File: config.mk
export PLATFORM = sky130hd
export DESIGN_NAME = dbdac_front
export DESIGN_NICKNAME = d
export VERILOG_FILES = /design/src/rtl/dbdac_pkg.sv /design/src/rtl/dbdac_in_latch.sv /design/src/rtl/dbdac_hold_reg.sv /design/src/rtl/dbdac_front.sv
export SDC_FILE = /design/constraint.sdc
export NUM_CORES = 1
export LEC_CHECK = 0
export BUFFER_PORTS_ARGS = -buffer_cell sky130_fd_sc_hd__buf_2
export CAP_MARGIN = 20
export CELL_PAD_IN_SITES_DETAIL_PLACEMENT = 0
export CELL_PAD_IN_SITES_GLOBAL_PLACEMENT = 1
export CORE_MARGIN = 1
export CORE_UTILIZATION = 34
export DETAILED_ROUTE_END_ITERATION = 6
export GPL_TIMING_DRIVEN = 0
export PLACE_DENSITY = 0.85
export SKIP_LAST_GASP = 1
export SYNTH_ARGS = -nofsm -noshare
export SYNTH_HDL_FRONTEND = slang
export SYNTH_SLANG_ARGS = --single-unit
export TNS_END_PERCENT = 10
File: constraint.sdc
create_clock -name clk -period 0.8 [get_ports clk]
set_input_delay 0 -clock clk [delete_from_list [all_inputs] [get_ports clk]]
set_output_delay 0 -clock clk [all_outputs]
set_load 0.01 [all_outputs]
File: src/rtl/dbdac_pkg.sv
package dbdac_pkg;
   // width of the narrow section that the second byte overwrites
   function automatic int lo_width(input int code_w, input int bus_w);
      return code_w - bus_w;
   endfunction
endpackage

File: src/rtl/dbdac_in_latch.sv
module dbdac_in_latch #(
   parameter int CODE_W     = 10,
   parameter int BUS_W      = 8,
   parameter bit BYTE2_HIGH = 1'b1
) (
   input  logic              clk,
   input  logic              rst,
   input  logic              wen,
   input  logic              full,
   input  logic [CODE_W-1:0] d,
   output logic [CODE_W-1:0] q,
   output logic [CODE_W-1:0] q_next
);
   localparam int LO_W = dbdac_pkg::lo_width(CODE_W, BUS_W);

   if (LO_W < 1) begin : g_bad_split
      $error("dbdac_in_latch: CODE_W must exceed BUS_W");
   end

   logic [LO_W-1:0] lo_src;

   // choose which data lines feed the narrow section on a second byte
   if (BYTE2_HIGH) begin : g_lo_top
      assign lo_src = d[CODE_W-1 -: LO_W];
   end else begin : g_lo_bot
      assign lo_src = d[LO_W-1:0];
   end

   always_comb begin
      q_next = q;
      if (wen) begin
         if (full) q_next = d;
         else      q_next[LO_W-1:0] = lo_src;
      end
   end

   always_ff @(posedge clk) begin
      if (rst) q <= '0;
      else     q <= q_next;
   end

   assert_cs_gate_R2: assert property (@(posedge clk) disable iff (rst)
      !wen |=> $stable(q));
   assert_hi_keep_R4: assert property (@(posedge clk) disable iff (rst)
      (wen && !full) |=> $stable(q[CODE_W-1:LO_W]));
   assert_full_load_R3: assert property (@(posedge clk) disable iff (rst)
      (wen && full) |=> q == $past(d));
endmodule

File: src/rtl/dbdac_hold_reg.sv
module dbdac_hold_reg #(
   parameter int CODE_W = 10
) (
   input  logic              clk,
   input  logic              rst,
   input  logic              load,
   input  logic [CODE_W-1:0] d,
   output logic [CODE_W-1:0] q
);
   always_ff @(posedge clk) begin
      if (rst)       q <= '0;
      else if (load) q <= d;
   end

   assert_hold_R7: assert property (@(posedge clk) disable iff (rst)
      !load |=> $stable(q));
endmodule

File: src/rtl/dbdac_front.sv
module dbdac_front #(
   parameter int CODE_W     = 10,
   parameter int BUS_W      = 8,
   parameter bit BYTE2_HIGH = 1'b1
) (
   input  logic              clk,
   input  logic              rst,
   input  logic              cs_n,
   input  logic              wr_n,
   input  logic              bsel,
   input  logic              xfer_n,
   input  logic [CODE_W-1:0] din,
   output logic [CODE_W-1:0] code
);
   logic              wen, xfer_ok;
   logic [CODE_W-1:0] stage_q, stage_next;

   assign wen     = !cs_n && !wr_n;
   assign xfer_ok = !xfer_n && !bsel;

   dbdac_in_latch #(
      .CODE_W(CODE_W), .BUS_W(BUS_W), .BYTE2_HIGH(BYTE2_HIGH)
   ) u_stage (
      .clk(clk), .rst(rst), .wen(wen), .full(bsel),
      .d(din), .q(stage_q), .q_next(stage_next)
   );

   dbdac_hold_reg #(.CODE_W(CODE_W)) u_out (
      .clk(clk), .rst(rst), .load(xfer_ok), .d(stage_next), .q(code)
   );

   assert_reset_R1: assert property (@(posedge clk)
      rst |=> (code == '0 && stage_q == '0));
   assert_xfer_R5: assert property (@(posedge clk) disable iff (rst)
      (!xfer_n && !bsel) |=> code == stage_q);
   assert_bsel_block_R6: assert property (@(posedge clk) disable iff (rst)
      (!xfer_n && bsel) |=> $stable(code));
endmodule

### After elaboration in Yosys (flattened, before gate mapping)

Cells that the tools add are included.

* output and inout port bits: 10
* input port bits: 16
* bits in registers: 20
* logic and storage cells: 11

* reduce and logical (&&, ||, !) cells: 6
* mux-type cells: 3

Operators by type and width (count)
* 2-to-1 mux 10 bit: 1
* 2-to-1 mux 8 bit: 1
* logical NOT 1 bit: 4
* logical AND 1 bit: 2
* 2-to-1 mux 2 bit: 1

### Depth between registers and ports, before layout

Gate-level depths: netlist of run 1.

* word-level depth: 3
* gate-level depth with buffers: 4
* mapped depth without buffers: 3

### By module

From an unflattened synthesis of run 1, not the netlist that was laid out.

* cell total of the unflattened synthesis: 89
* area, all modules: 859.6 µm²

By module, submodules not included
* dbdac_in_latch: area an instance 499.2 µm², sequential area each 200.2 µm², cells an instance 55, times used 1
* dbdac_hold_reg: area an instance 352.8 µm², sequential area each 200.2 µm², cells an instance 32, times used 1
* dbdac_front: area an instance 7.5 µm², sequential area each 0.0 µm², cells an instance 2, times used 1

### Worst setup path after synthesis of run 1

OpenSTA, ideal clock, no wires.

* path kind: register to register
* start: register, netlist name u_out.q[0]
* end: register u_out.q[0]
* stages on the path, launching flop included: 3
* arrival time: 0.613 ns
* required time: 0.709 ns
* setup time: 0.091 ns
* period minus slack after synthesis: 0.704 ns
* slack: 0.096 ns
* buffers on the path: 0
* path through: dfxtp_1 > nor2_1 > a311oi_1

RTL lines
* end signal, assigned: line dbdac_hold_reg.sv:11 `if (rst) q <= '0;`
* end signal, assigned: line dbdac_hold_reg.sv:12 `else if (load) q <= d;`
* end, declared: line dbdac_hold_reg.sv:8 `output logic [CODE_W-1:0] q`

### Worst setup path after layout of run 1

* start: register u_out.q[3]
* end: output code[3]

RTL lines
* end, declared: line dbdac_front.sv:13 `output logic [CODE_W-1:0] code`

No word-level cell between the ends.

==> impl_metrics.sql, run 1 <==
INSERT INTO impl_metrics (metric_group, metric, value, unit) VALUES
('grt', 'grt_pass1_wl', '2539', 'um'),
('die', 'floorplan.initialDensity', '37.00', '%'),
('sta', 'ratio_of_final_minimum_period_to_clock_period', '96.18', '%'),
('setup_path', 'worst_path_max_delay_cell', 'sky130_fd_sc_hd__dfxtp_1', ''),
('pwr', 'cell_internal_pwr', '1409', 'uW'),
('logic_synthesis', 'netlist_area', '748.2', 'um^2'),
('setup_path', 'timing.setup.critical_path_class', 'reg -> out', ''),
('pwr', 'power.share.switching', '22.35', '%'),
('sta', 'finalSetupViolations', '0', ''),
('clocking', 'clock_sink_count', '20', ''),
('clocking', 'h-tree-depth', '1', ''),
('logic_synthesis', 'synth.area.top_cells', 'sky130_fd_sc_hd__dfxtp_1 (54%), sky130_fd_sc_hd__mux2i_1 (11%), sky130_fd_sc_hd__nand2_1 (10%)', ''),
('sta', 'fmaxAchievable', '1.300', 'GHz'),
('drt', 'drcViolationCount', '0', ''),
('grt', 'vias_in_the_first_global_route', '588', ''),
('layout', 'layout.cells.most_common_list', 'sky130_fd_sc_hd__buf_2 (26), sky130_fd_sc_hd__nand2_1 (20), sky130_fd_sc_hd__dfxtp_1 (14)', ''),
('setup_path', 'critical_path.cell_chain', 'buf_2', ''),
('run_status', 'result_of_the_run', 'finished with violations', ''),
('layout', 'final_net_count', '136', ''),
('drt', 'first_iter_violations', '13', ''),
('logic_synthesis', 'mappedNetlistNets', '99', ''),
('clocking', 'number_of_buffers_between_clock_root_and_the_deepest_sink', '2', ''),
('drt', 'number_of_nets_still_failing_antenna_checks_after_routing', '0', ''),
('pwr', 'p_leak', '0.0004253', 'uW'),
('clocking', 'ctsHoldBuffers', '8', ''),
('layout', 'synthToLayoutAreaGrowth', '37.12', '%'),
('drt', 'vias', '655', ''),
('die', 'dieArea', '2392', 'um^2'),
('setup_path', 'cp.required', '0.80', 'ns'),
('sta', 'worst_hold_slack', '-0.001604', 'ns'),
('drt', 'via_per_inst', '4.486', ''),
('setup_path', 'critical_path.startpoint', 'u_out.q[3]', ''),
('logic_synthesis', 'yosysTopAreaCellShare', '53.51', '%'),
('drt', 'wl', '1511', 'um'),
('layout', 'num_antenna_cells', '0', ''),
('placed_design', 'detailed_place.area', '902.1', 'um^2'),
('logic_synthesis', 'synth.ff_latch_count', '20', ''),
('die', 'boundaryPins', '26', ''),
('logic_synthesis', 'netlist_instances', '83', ''),
('sta', 'hold_violations', '1', ''),
('sta', 'skew', '0.007240', 'ns'),
('pwr', 'ir_worst_vdd', '988.0', 'uV'),
('setup_path', 'worstSetupStartpointType', 'flip-flop', ''),
('layout', 'layout.cells.most_common', 'sky130_fd_sc_hd__buf_2', ''),
('sta', 'setup_tns', '0', 'ns'),
('clocking', 'clk_latency', '0.30', 'ns'),
('grt', 'largest_net_degree_at_the_start_of_global_routing', '12', ''),
('pwr', 'comb_power_share', '11.2', '%'),
('pwr', 'power.net_switching', '405.5', 'uW'),
('pwr', 'power_frac_seq', '57.2', '%'),
('die', 'core-area', '2022', 'um^2'),
('grt', 'global_route.overflow_total', '0', ''),
('placed_design', 'io_buffers', '24', ''),
('setup_path', 'cp_data_arrival_time', '0.77', 'ns'),
('logic_synthesis', 'syn-mean-instance-area', '9.015', 'um^2'),
('grt', 'grt_usage', '14.19', '%'),
('run_status', 'failing_checks', 'negative hold slack', ''),
('clocking', 'path_clk_slew', '0.11', 'ns'),
('sta', 'final.min_clock_period', '0.7694', 'ns'),
('sta', 'worst_pin_slew', '0.4509', 'ns'),
('layout', 'layout.cells.non_filler', '146', ''),
('logic_synthesis', 'post_synth_num_cell_types', '13', ''),
('setup_path', 'worst-path-buf-inv', '1', ''),
('sta', 'setup_repair_after_global_routing_missed_its_margin', 'true', ''),
('die', 'die_y', '48.91', 'um'),
('setup_path', 'r2r_setup_slack', '0.04', 'ns'),
('drt', 'drt_first_pass_iters', '4', ''),
('placed_design', 'place.detailed.hpwl', '1072', 'um'),
('run', 'max_cap_violations', '0', ''),
('sta', 'max_slew_margin', '69.94', '%'),
('drt', 'route.detailed.wl_per_inst', '10.35', 'um');
[per-stage QoR]
step,total power [uW],worst slack (ns)
2_1_floorplan,1158,0.09624
3_3_place_gp,1232,-0.07993
3_5_place_dp,1233,-0.08403
4_1_cts,1845,-0.005413
5_1_grt,1922,-0.02343
6_report,1814,0.03057
[routing by layer]
| metal | vias to the layer above | track usage [%] | part of all wire, % |
|---|---|---|---|
| met5 | - | 0 | 0 |
| met4 | 0 | 8.824 | 0 |
| met3 | 0 | 2.804 | 3.0 |
| met2 | 11 | 22.92 | 50 |
| met1 | 294 | 17.25 | 47 |
| li1 | 350 | - | - |
[flip-flops by register name (all words and copies together), names as in the netlist]
name and count:
u_out.q 10, u_stage.q 10
[power by group through the flow]
stage          logic, uW  clock network, uW  registers, uW
5_1_grt              226                654           1040
3_3_place_gp         173                  0           1060
3_5_place_dp         174                  0           1060
4_1_cts              204                603           1040
2_1_floorplan       94.5                  0           1060
6_report             203                574           1040
[final cells by class]
cell class,count,area [um^2]
plain buffers,5,28.78
clock buffers,4,36.28
fillers,201,996.0
multi-input cells,58,319.1
flip-flops and latches,20,407.9
well taps,27,33.78
repair buffers,32,200.2
[synth_stat cells, drive strengths merged]
master and number:
a311oi 2, mux2 2, dfxtp 20, mux2i 8, a21oi 10, or2 1, clkbuf 2, nor2 12
o21ai 2, buf 3, nor3b 1, nand2 20
[worst paths after layout]
kind,to,cells after the start
hold reg to reg,u_out.q[4],2
setup / recovery,code[3],1
hold / removal,u_out.q[1],4
setup reg to reg,u_out.q[0],2
[logic make-up after synthesis]
kind of cell           synth area share [%]
AOI/OAI and AO/OA                     10.37
buffers and inverters                 3.846
DFF                                   53.51
muxes                                 13.71
and+or+nand+nor                       18.56
[repair_timing]
item	in CTS	in global routing
gates resized for setup	1	6
endpoints found under the hold margin	10	1
endpoints found under the setup margin	2	11
pin swaps	0	1
cloned	0	0
Power figures use the tool's default switching activity.
==> run 2: changes to the inputs <==
--- a/config.mk
+++ b/config.mk
@@ -11,6 +11,7 @@
 export CELL_PAD_IN_SITES_GLOBAL_PLACEMENT = 1
 export CORE_MARGIN = 1
 export CORE_UTILIZATION = 34
+export CTS_BUF_LIST = sky130_fd_sc_hd__clkbuf_4 sky130_fd_sc_hd__clkbuf_8 sky130_fd_sc_hd__clkbuf_16
 export DETAILED_ROUTE_END_ITERATION = 6
 export GPL_TIMING_DRIVEN = 0
 export PLACE_DENSITY = 0.85
==> constraint.sdc (replaced) <==
create_clock -name clk -period 0.8 [get_ports clk]
set_input_delay 0.24 -clock clk [delete_from_list [all_inputs] [get_ports clk]]
set_output_delay 0.24 -clock clk [all_outputs]
set_load 0.01 [all_outputs]
==> impl_metrics.sql, run 2 (same netlist as run 1, synthesis figures left out) <==
INSERT INTO impl_metrics (metric_group, metric, value, unit) VALUES
('run_status', 'result_of_the_run', 'finished with violations', ''),
('run_status', 'failing_checks', 'negative setup slack', ''),
('setup_path', 'cp.required', '0.56', 'ns'),
('layout', 'layout.cells.most_common_list', 'sky130_fd_sc_hd__nand2_1 (20), sky130_fd_sc_hd__buf_2 (16), sky130_fd_sc_hd__nor2_1 (12)', ''),
('die', 'dieArea', '2392', 'um^2'),
('grt', 'vias_in_the_first_global_route', '582', ''),
('sta', 'report.final.slew_viol_count', '0', ''),
('clocking', 'h-tree-depth', '1', ''),
('sta', 'final.min_clock_period', '0.9869', 'ns'),
('setup_path', 'timing.setup.critical_path_class', 'reg -> out', ''),
('grt', 'grt_usage', '14.18', '%'),
('placed_design', 'gp_congestion', '0.6744', ''),
('setup_path', 'r2r_setup_slack', '0.02', 'ns'),
('sta', 'worst_pin_slew', '0.4701', 'ns'),
('layout', 'layout.cells.most_common', 'sky130_fd_sc_hd__nand2_1', ''),
('drt', 'drcViolationCount', '0', ''),
('worst_hold_path', 'hold_class', 'in -> reg', ''),
('die', 'row_count', '16', ''),
('grt', 'global_route.overflow_total', '0', ''),
('sta', 'hold_violations', '0', ''),
('run', 'max_cap_violations', '0', ''),
('clocking', 'clock_tree.root_cell', 'sky130_fd_sc_hd__clkbuf_4', ''),
('placed_design', 'io_buffers', '24', ''),
('drt', 'number_of_nets_still_failing_antenna_checks_after_routing', '0', ''),
('setup_path', 'worst_path_max_delay_cell', 'sky130_fd_sc_hd__dfxtp_2', ''),
('clocking', 'path_clk_slew', '0.10', 'ns'),
('setup_path', 'cp-end-kind', 'output port', ''),
('layout', 'num_antenna_cells', '0', ''),
('setup_path', 'worst-path-buf-inv', '1', ''),
('placed_design', 'place.detailed.hpwl', '1108', 'um'),
('die', 'die_w', '48.91', 'um'),
('grt', 'met3_usage_grt', '5.296', '%'),
('layout', 'final_net_count', '128', ''),
('clocking', 'tritoncts', 'done', ''),
('sta', 'skew', '0.003126', 'ns'),
('layout', 'final_layout_size_suffix_gt1_share', '40.54', '%'),
('setup_path', 'timing.critical_path.max_delay_family', 'flip-flops', ''),
('setup_path', 'cp_max_fanout', '2', ''),
('pwr', 'ir_worst_vdd', '1130', 'uV'),
('setup_path', 'cp_data_arrival_time', '0.75', 'ns'),
('placed_design', 'detailed_place.area', '908.4', 'um^2'),
('grt', 'use_met2', '22.45', '%'),
('clocking', 'number_of_buffers_between_clock_root_and_the_deepest_sink', '2', ''),
('pwr', 'p_leak', '0.0004034', 'uW'),
('sta', 'setup_repair_after_global_routing_missed_its_margin', 'true', ''),
('sta', 'fmaxAchievable', '1.013', 'GHz'),
('layout', 'regs_by_ff_count', 'u_out.q x10, u_stage.q x10', ''),
('clocking', 'ctsHoldBuffers', '0', ''),
('sta', 'finalSetupViolations', '21', ''),
('sta', 'max_slew_margin', '68.66', '%'),
('drt', 'route.detailed.wl_per_inst', '10.89', 'um'),
('die', 'core-area', '2022', 'um^2'),
('die', 'boundaryPins', '26', ''),
('layout', 'final_cell_area', '1020', 'um^2'),
('sta', 'setup_tns', '-1.980', 'ns'),
('sta', 'ratio_of_final_minimum_period_to_clock_period', '123.4', '%'),
('drt', 'drt_first_pass_iters', '3', ''),
('layout', 'synthToLayoutAreaGrowth', '36.29', '%'),
('grt', 'met1_track_utilization_from_global_routing', '16.60', '%'),
('drt', 'wl', '1503', 'um'),
('setup_path', 'crit_path_max_incr_delay', '0.34', 'ns'),
('grt', 'global_route.peak_usage_layer', 'met2', ''),
('pwr', 'cell_area_power_density', '1757', 'nW/um^2'),
('setup_path', 'worstSetupStartpointType', 'flip-flop', ''),
('clocking', 'clock_sink_count', '20', ''),
('grt', 'antenna_found_initial', '0', ''),
('die', 'die_y', '48.91', 'um'),
('grt', 'largest_net_degree_at_the_start_of_global_routing', '12', ''),
('sta', 'worst_slack', '-0.1869', 'ns'),
('die', 'floorplan.initialDensity', '37.00', '%'),
('clocking', 'clk_latency', '0.29', 'ns'),
('drt', 'via_per_inst', '4.572', ''),
('setup_path', 'critical_path.cell_chain', 'buf_6', ''),
('grt', 'grt_pass1_wl', '2532', 'um'),
('clocking', 'post_cts.repair.setup_buffers', '0', ''),
('drt', 'first_iter_violations', '3', ''),
('clocking', 'cts_made_buffers', '3', ''),
('drt', 'vias', '631', '');
-- run 2: changes by cell type in the layout (fill, tap and decap cells not counted), sizes merged --
cell / before / now
dlygate4sd3: 8 / 0
-- run 2: cell type report --
cell class,instances,area (um^2)
plain buffers,5,28.78
clock buffers,4,36.28
fillers,206,1002
multi-input cells,58,325.3
flip-flops and latches,20,412.9
well taps,27,33.78
repair buffers,24,182.7
-- run 2: through the flow --
step                      worst slack [ns]  hold WS [ns]  utilization, %  cells  total power (uW)
after global placement             -0.3259        0.4381           44.93    134              1235
after detailed placement           -0.3445        0.4421           44.93    134              1240
final                              -0.1869        0.1731           50.43    138              1792
after floorplan                    -0.1172        0.3872               -     83              1160
after global routing               -0.2248        0.1658           50.43    138              1880
after CTS                          -0.2052        0.1655           50.43    138              1823
-- run 2: path summary, 6_finish.rpt --
check | startpoint | end | cells past startpoint
worst max-delay path | u_out.q[4] | code[4] | 1
worst min-delay path | din[6] | u_stage.q[6] | 3
worst max register to register | u_stage.q[1] | u_out.q[1] | 2
worst min register to register | u_stage.q[5] | u_out.q[5] | 2
-- run 2: where the power goes --
part	leakage (uW)	switching (uW)	internal, uW
combinational	0.000215	96.1	93.8
sequential	0.000167	14.2	1030
clock	0.0000210	284	278
total	0.000403	394	1400
-- run 2: what timing repair did --
item | in CTS | in global routing
hold endpoints to repair | 0 | 0
pin swaps | 0 | 0
endpoints found under the setup margin | 21 | 28
gates resized for setup | 20 | 0
-- run 2: routing by layer --
| metal | up-vias | wire length (um) |
|---|---|---|
| li1 | 335 | - |
| met1 | 279 | 669 |
| met2 | 13 | 738 |
| met3 | 4 | 63 |
| met4 | 0 | 32 |
| met5 | - | 0 |
==> run 3: changes to the inputs <==
--- a/config.mk
+++ b/config.mk
@@ -9,12 +9,14 @@
 export CAP_MARGIN = 20
 export CELL_PAD_IN_SITES_DETAIL_PLACEMENT = 0
 export CELL_PAD_IN_SITES_GLOBAL_PLACEMENT = 1
+export CORE_ASPECT_RATIO = 0.8
 export CORE_MARGIN = 1
 export CORE_UTILIZATION = 34
 export CTS_BUF_LIST = sky130_fd_sc_hd__clkbuf_4 sky130_fd_sc_hd__clkbuf_8 sky130_fd_sc_hd__clkbuf_16
 export DETAILED_ROUTE_END_ITERATION = 6
 export GPL_TIMING_DRIVEN = 0
 export PLACE_DENSITY = 0.85
+export REMOVE_ABC_BUFFERS = 1
 export SKIP_LAST_GASP = 1
 export SYNTH_ARGS = -nofsm -noshare
 export SYNTH_HDL_FRONTEND = slang
==> impl_metrics.sql, run 3 (same netlist as run 1, synthesis figures left out) <==
INSERT INTO impl_metrics (metric_group, metric, value, unit) VALUES
('setup_path', 'worst-path-buf-inv', '1', ''),
('drt', 'route.detailed.wl_per_inst', '11.09', 'um'),
('setup_path', 'crit_path_max_incr_delay', '0.34', 'ns'),
('placed_design', 'place.detailed.hpwl', '1020', 'um'),
('layout', 'synthToLayoutAreaGrowth', '36.62', '%'),
('sta', 'hold_violations', '0', ''),
('layout', 'regs_by_ff_count', 'u_out.q x10, u_stage.q x10', ''),
('layout', 'num_antenna_cells', '0', ''),
('drt', 'drt_first_pass_iters', '4', ''),
('setup_path', 'cp_data_arrival_time', '0.75', 'ns'),
('drt', 'number_of_nets_still_failing_antenna_checks_after_routing', '0', ''),
('layout', 'layout.cells.most_common_list', 'sky130_fd_sc_hd__nand2_1 (20), sky130_fd_sc_hd__buf_2 (14), sky130_fd_sc_hd__nor2_1 (11)', ''),
('die', 'die_y', '43.96', 'um'),
('sta', 'report.final.slew_viol_count', '0', ''),
('setup_path', 'timing.setup.critical_path_class', 'reg -> out', ''),
('clocking', 'path_clk_slew', '0.11', 'ns'),
('placed_design', 'place_worst_setup_slack', '-0.7634', 'ns'),
('setup_path', 'cp-end-kind', 'output port', ''),
('grt', 'global_route.overflow_total', '0', ''),
('placed_design', 'detailed_place.area', '874.6', 'um^2'),
('setup_path', 'cp.required', '0.56', 'ns'),
('run', 'max_cap_violations', '0', ''),
('run_status', 'failing_checks', 'negative setup slack', ''),
('setup_path', 'timing.critical_path.max_delay_family', 'flip-flops', ''),
('sta', 'ratio_of_final_minimum_period_to_clock_period', '123.4', '%'),
('grt', 'grt_usage', '14.71', '%'),
('layout', 'layout.cells.most_common', 'sky130_fd_sc_hd__nand2_1', ''),
('sta', 'final.min_clock_period', '0.9874', 'ns'),
('pwr', 'cell_area_power_density', '1657', 'nW/um^2'),
('clocking', 'cts_made_buffers', '3', ''),
('drt', 'wl', '1486', 'um'),
('clocking', 'clk_latency', '0.29', 'ns'),
('setup_path', 'r2r_setup_slack', '-0.01', 'ns'),
('clocking', 'clock_sink_count', '20', ''),
('pwr', 'power', '1694', 'uW'),
('layout', 'utilization', '51.64', '%'),
('layout', 'final_net_count', '128', ''),
('grt', 'vias_in_the_first_global_route', '562', ''),
('placed_design', 'gp_congestion', '0.7169', ''),
('grt', 'largest_net_degree_at_the_start_of_global_routing', '21', ''),
('clocking', 'tritoncts', 'done', ''),
('drt', 'first_iter_violations', '7', ''),
('layout', 'final_layout_size_suffix_gt1_share', '42.73', '%'),
('clocking', 'ctsHoldBuffers', '0', ''),
('setup_path', 'worstSetupStartpointType', 'flip-flop', ''),
('grt', 'grt_pass1_wl', '2463', 'um'),
('drt', 'vias', '647', ''),
('sta', 'finalSetupViolations', '20', ''),
('worst_hold_path', 'hold_class', 'in -> reg', ''),
('drt', 'via_per_inst', '4.828', ''),
('die', 'die_w', '54.45', 'um'),
('setup_path', 'critical_path.cell_chain', 'buf_6', ''),
('pwr', 'p_leak', '0.0004091', 'uW'),
('sta', 'max_slew_margin', '66.58', '%'),
('sta', 'skew', '0.0006559', 'ns'),
('drt', 'drcViolationCount', '0', ''),
('die', 'row_count', '14', ''),
('setup_path', 'cp_max_fanout', '2', ''),
('die', 'dieArea', '2394', 'um^2'),
('sta', 'worst_pin_slew', '0.5008', 'ns'),
('die', 'boundaryPins', '26', ''),
('sta', 'worst_hold_slack', '0.1774', 'ns'),
('grt', 'antenna_found_initial', '0', ''),
('pwr', 'ir_worst_vdd', '949.8', 'uV'),
('sta', 'worst_slack', '-0.1874', 'ns'),
('clocking', 'h-tree-depth', '1', ''),
('sta', 'setup_repair_after_global_routing_missed_its_margin', 'true', ''),
('clocking', 'number_of_buffers_between_clock_root_and_the_deepest_sink', '2', ''),
('placed_design', 'io_buffers', '25', ''),
('clocking', 'clock_tree.root_cell', 'sky130_fd_sc_hd__clkbuf_4', ''),
('run_status', 'result_of_the_run', 'finished with violations', ''),
('die', 'floorplan.initialDensity', '37.80', '%'),
('sta', 'fmaxAchievable', '1.013', 'GHz'),
('setup_path', 'worst_path_max_delay_cell', 'sky130_fd_sc_hd__dfxtp_2', ''),
('die', 'core-area', '1979', 'um^2'),
('layout', 'final_cell_area', '1022', 'um^2');
-- run 3: cell count changes in the layout (fill, tap and decap cells not counted) --
cell / before / now
sky130_fd_sc_hd__buf_6: 11 / 9
sky130_fd_sc_hd__buf_12: 0 / 1
sky130_fd_sc_hd__buf_2: 16 / 14
sky130_fd_sc_hd__nor2_2: 0 / 1
sky130_fd_sc_hd__clkbuf_8: 1 / 0
sky130_fd_sc_hd__clkbuf_1: 2 / 0
sky130_fd_sc_hd__nor2_1: 12 / 11
sky130_fd_sc_hd__buf_4: 0 / 5
-- run 3: timing repair --
item / CTS / global route
endpoints found under the setup margin: 28 / 28
setup buffers: 1 / 3
pin swaps: 1 / 0
gates resized for setup: 21 / 2
-- run 3: worst paths after layout --
kind	depth (start not counted)	end	startpoint
worst max register to register	2	u_out.q[1]	u_stage.q[1]
worst min register to register	2	u_out.q[3]	u_stage.q[3]
worst min-delay path	3	u_stage.q[4]	din[4]
worst max-delay path	1	code[7]	u_out.q[7]
-- run 3: tightest hold or removal path: stages --
cell and delay (ns):
sky130_fd_sc_hd__buf_2 0.07, sky130_fd_sc_hd__mux2i_1 0.06, sky130_fd_sc_hd__nor2_1 0.07
-- run 3: routing by layer --
| metal | track usage (%) | vias up | wire length [um] | share of wire (%) |
|---|---|---|---|---|
| met2 | 21.71 | 22 | 651 | 44 |
| met5 | 0 | - | 0 | 0 |
| met3 | 7.368 | 0 | 102 | 6.9 |
| li1 | - | 331 | - | - |
| met4 | 3.077 | 0 | 0 | 0 |
| met1 | 19.23 | 294 | 731 | 49 |
-- run 3: report_power, final --
part           internal, uW  total, uW  switching [uW]
logic                  98.8        196            96.8
clock network           175        458             283
registers              1030       1040            13.8
-- run 3: layout make-up --
| class | instances | area [um^2] |
|---|---|---|
| clock buffer | 3 | 22.52 |
| fill | 201 | 957.2 |
| multi-input combinational | 58 | 327.8 |
| sequential | 20 | 412.9 |
| tap | 24 | 30.03 |
| timing repair buffer | 29 | 229.0 |
-- run 3: stage by stage --
| stage | cells | setup TNS (ns) |
|---|---|---|
| detailed placement | 127 | -11.68 |
| finish | 134 | -2.143 |
| CTS | 131 | -2.202 |
| floorplan | 78 | -4.577 |
| global route | 134 | -3.484 |
| global placement | 127 | -11.91 |
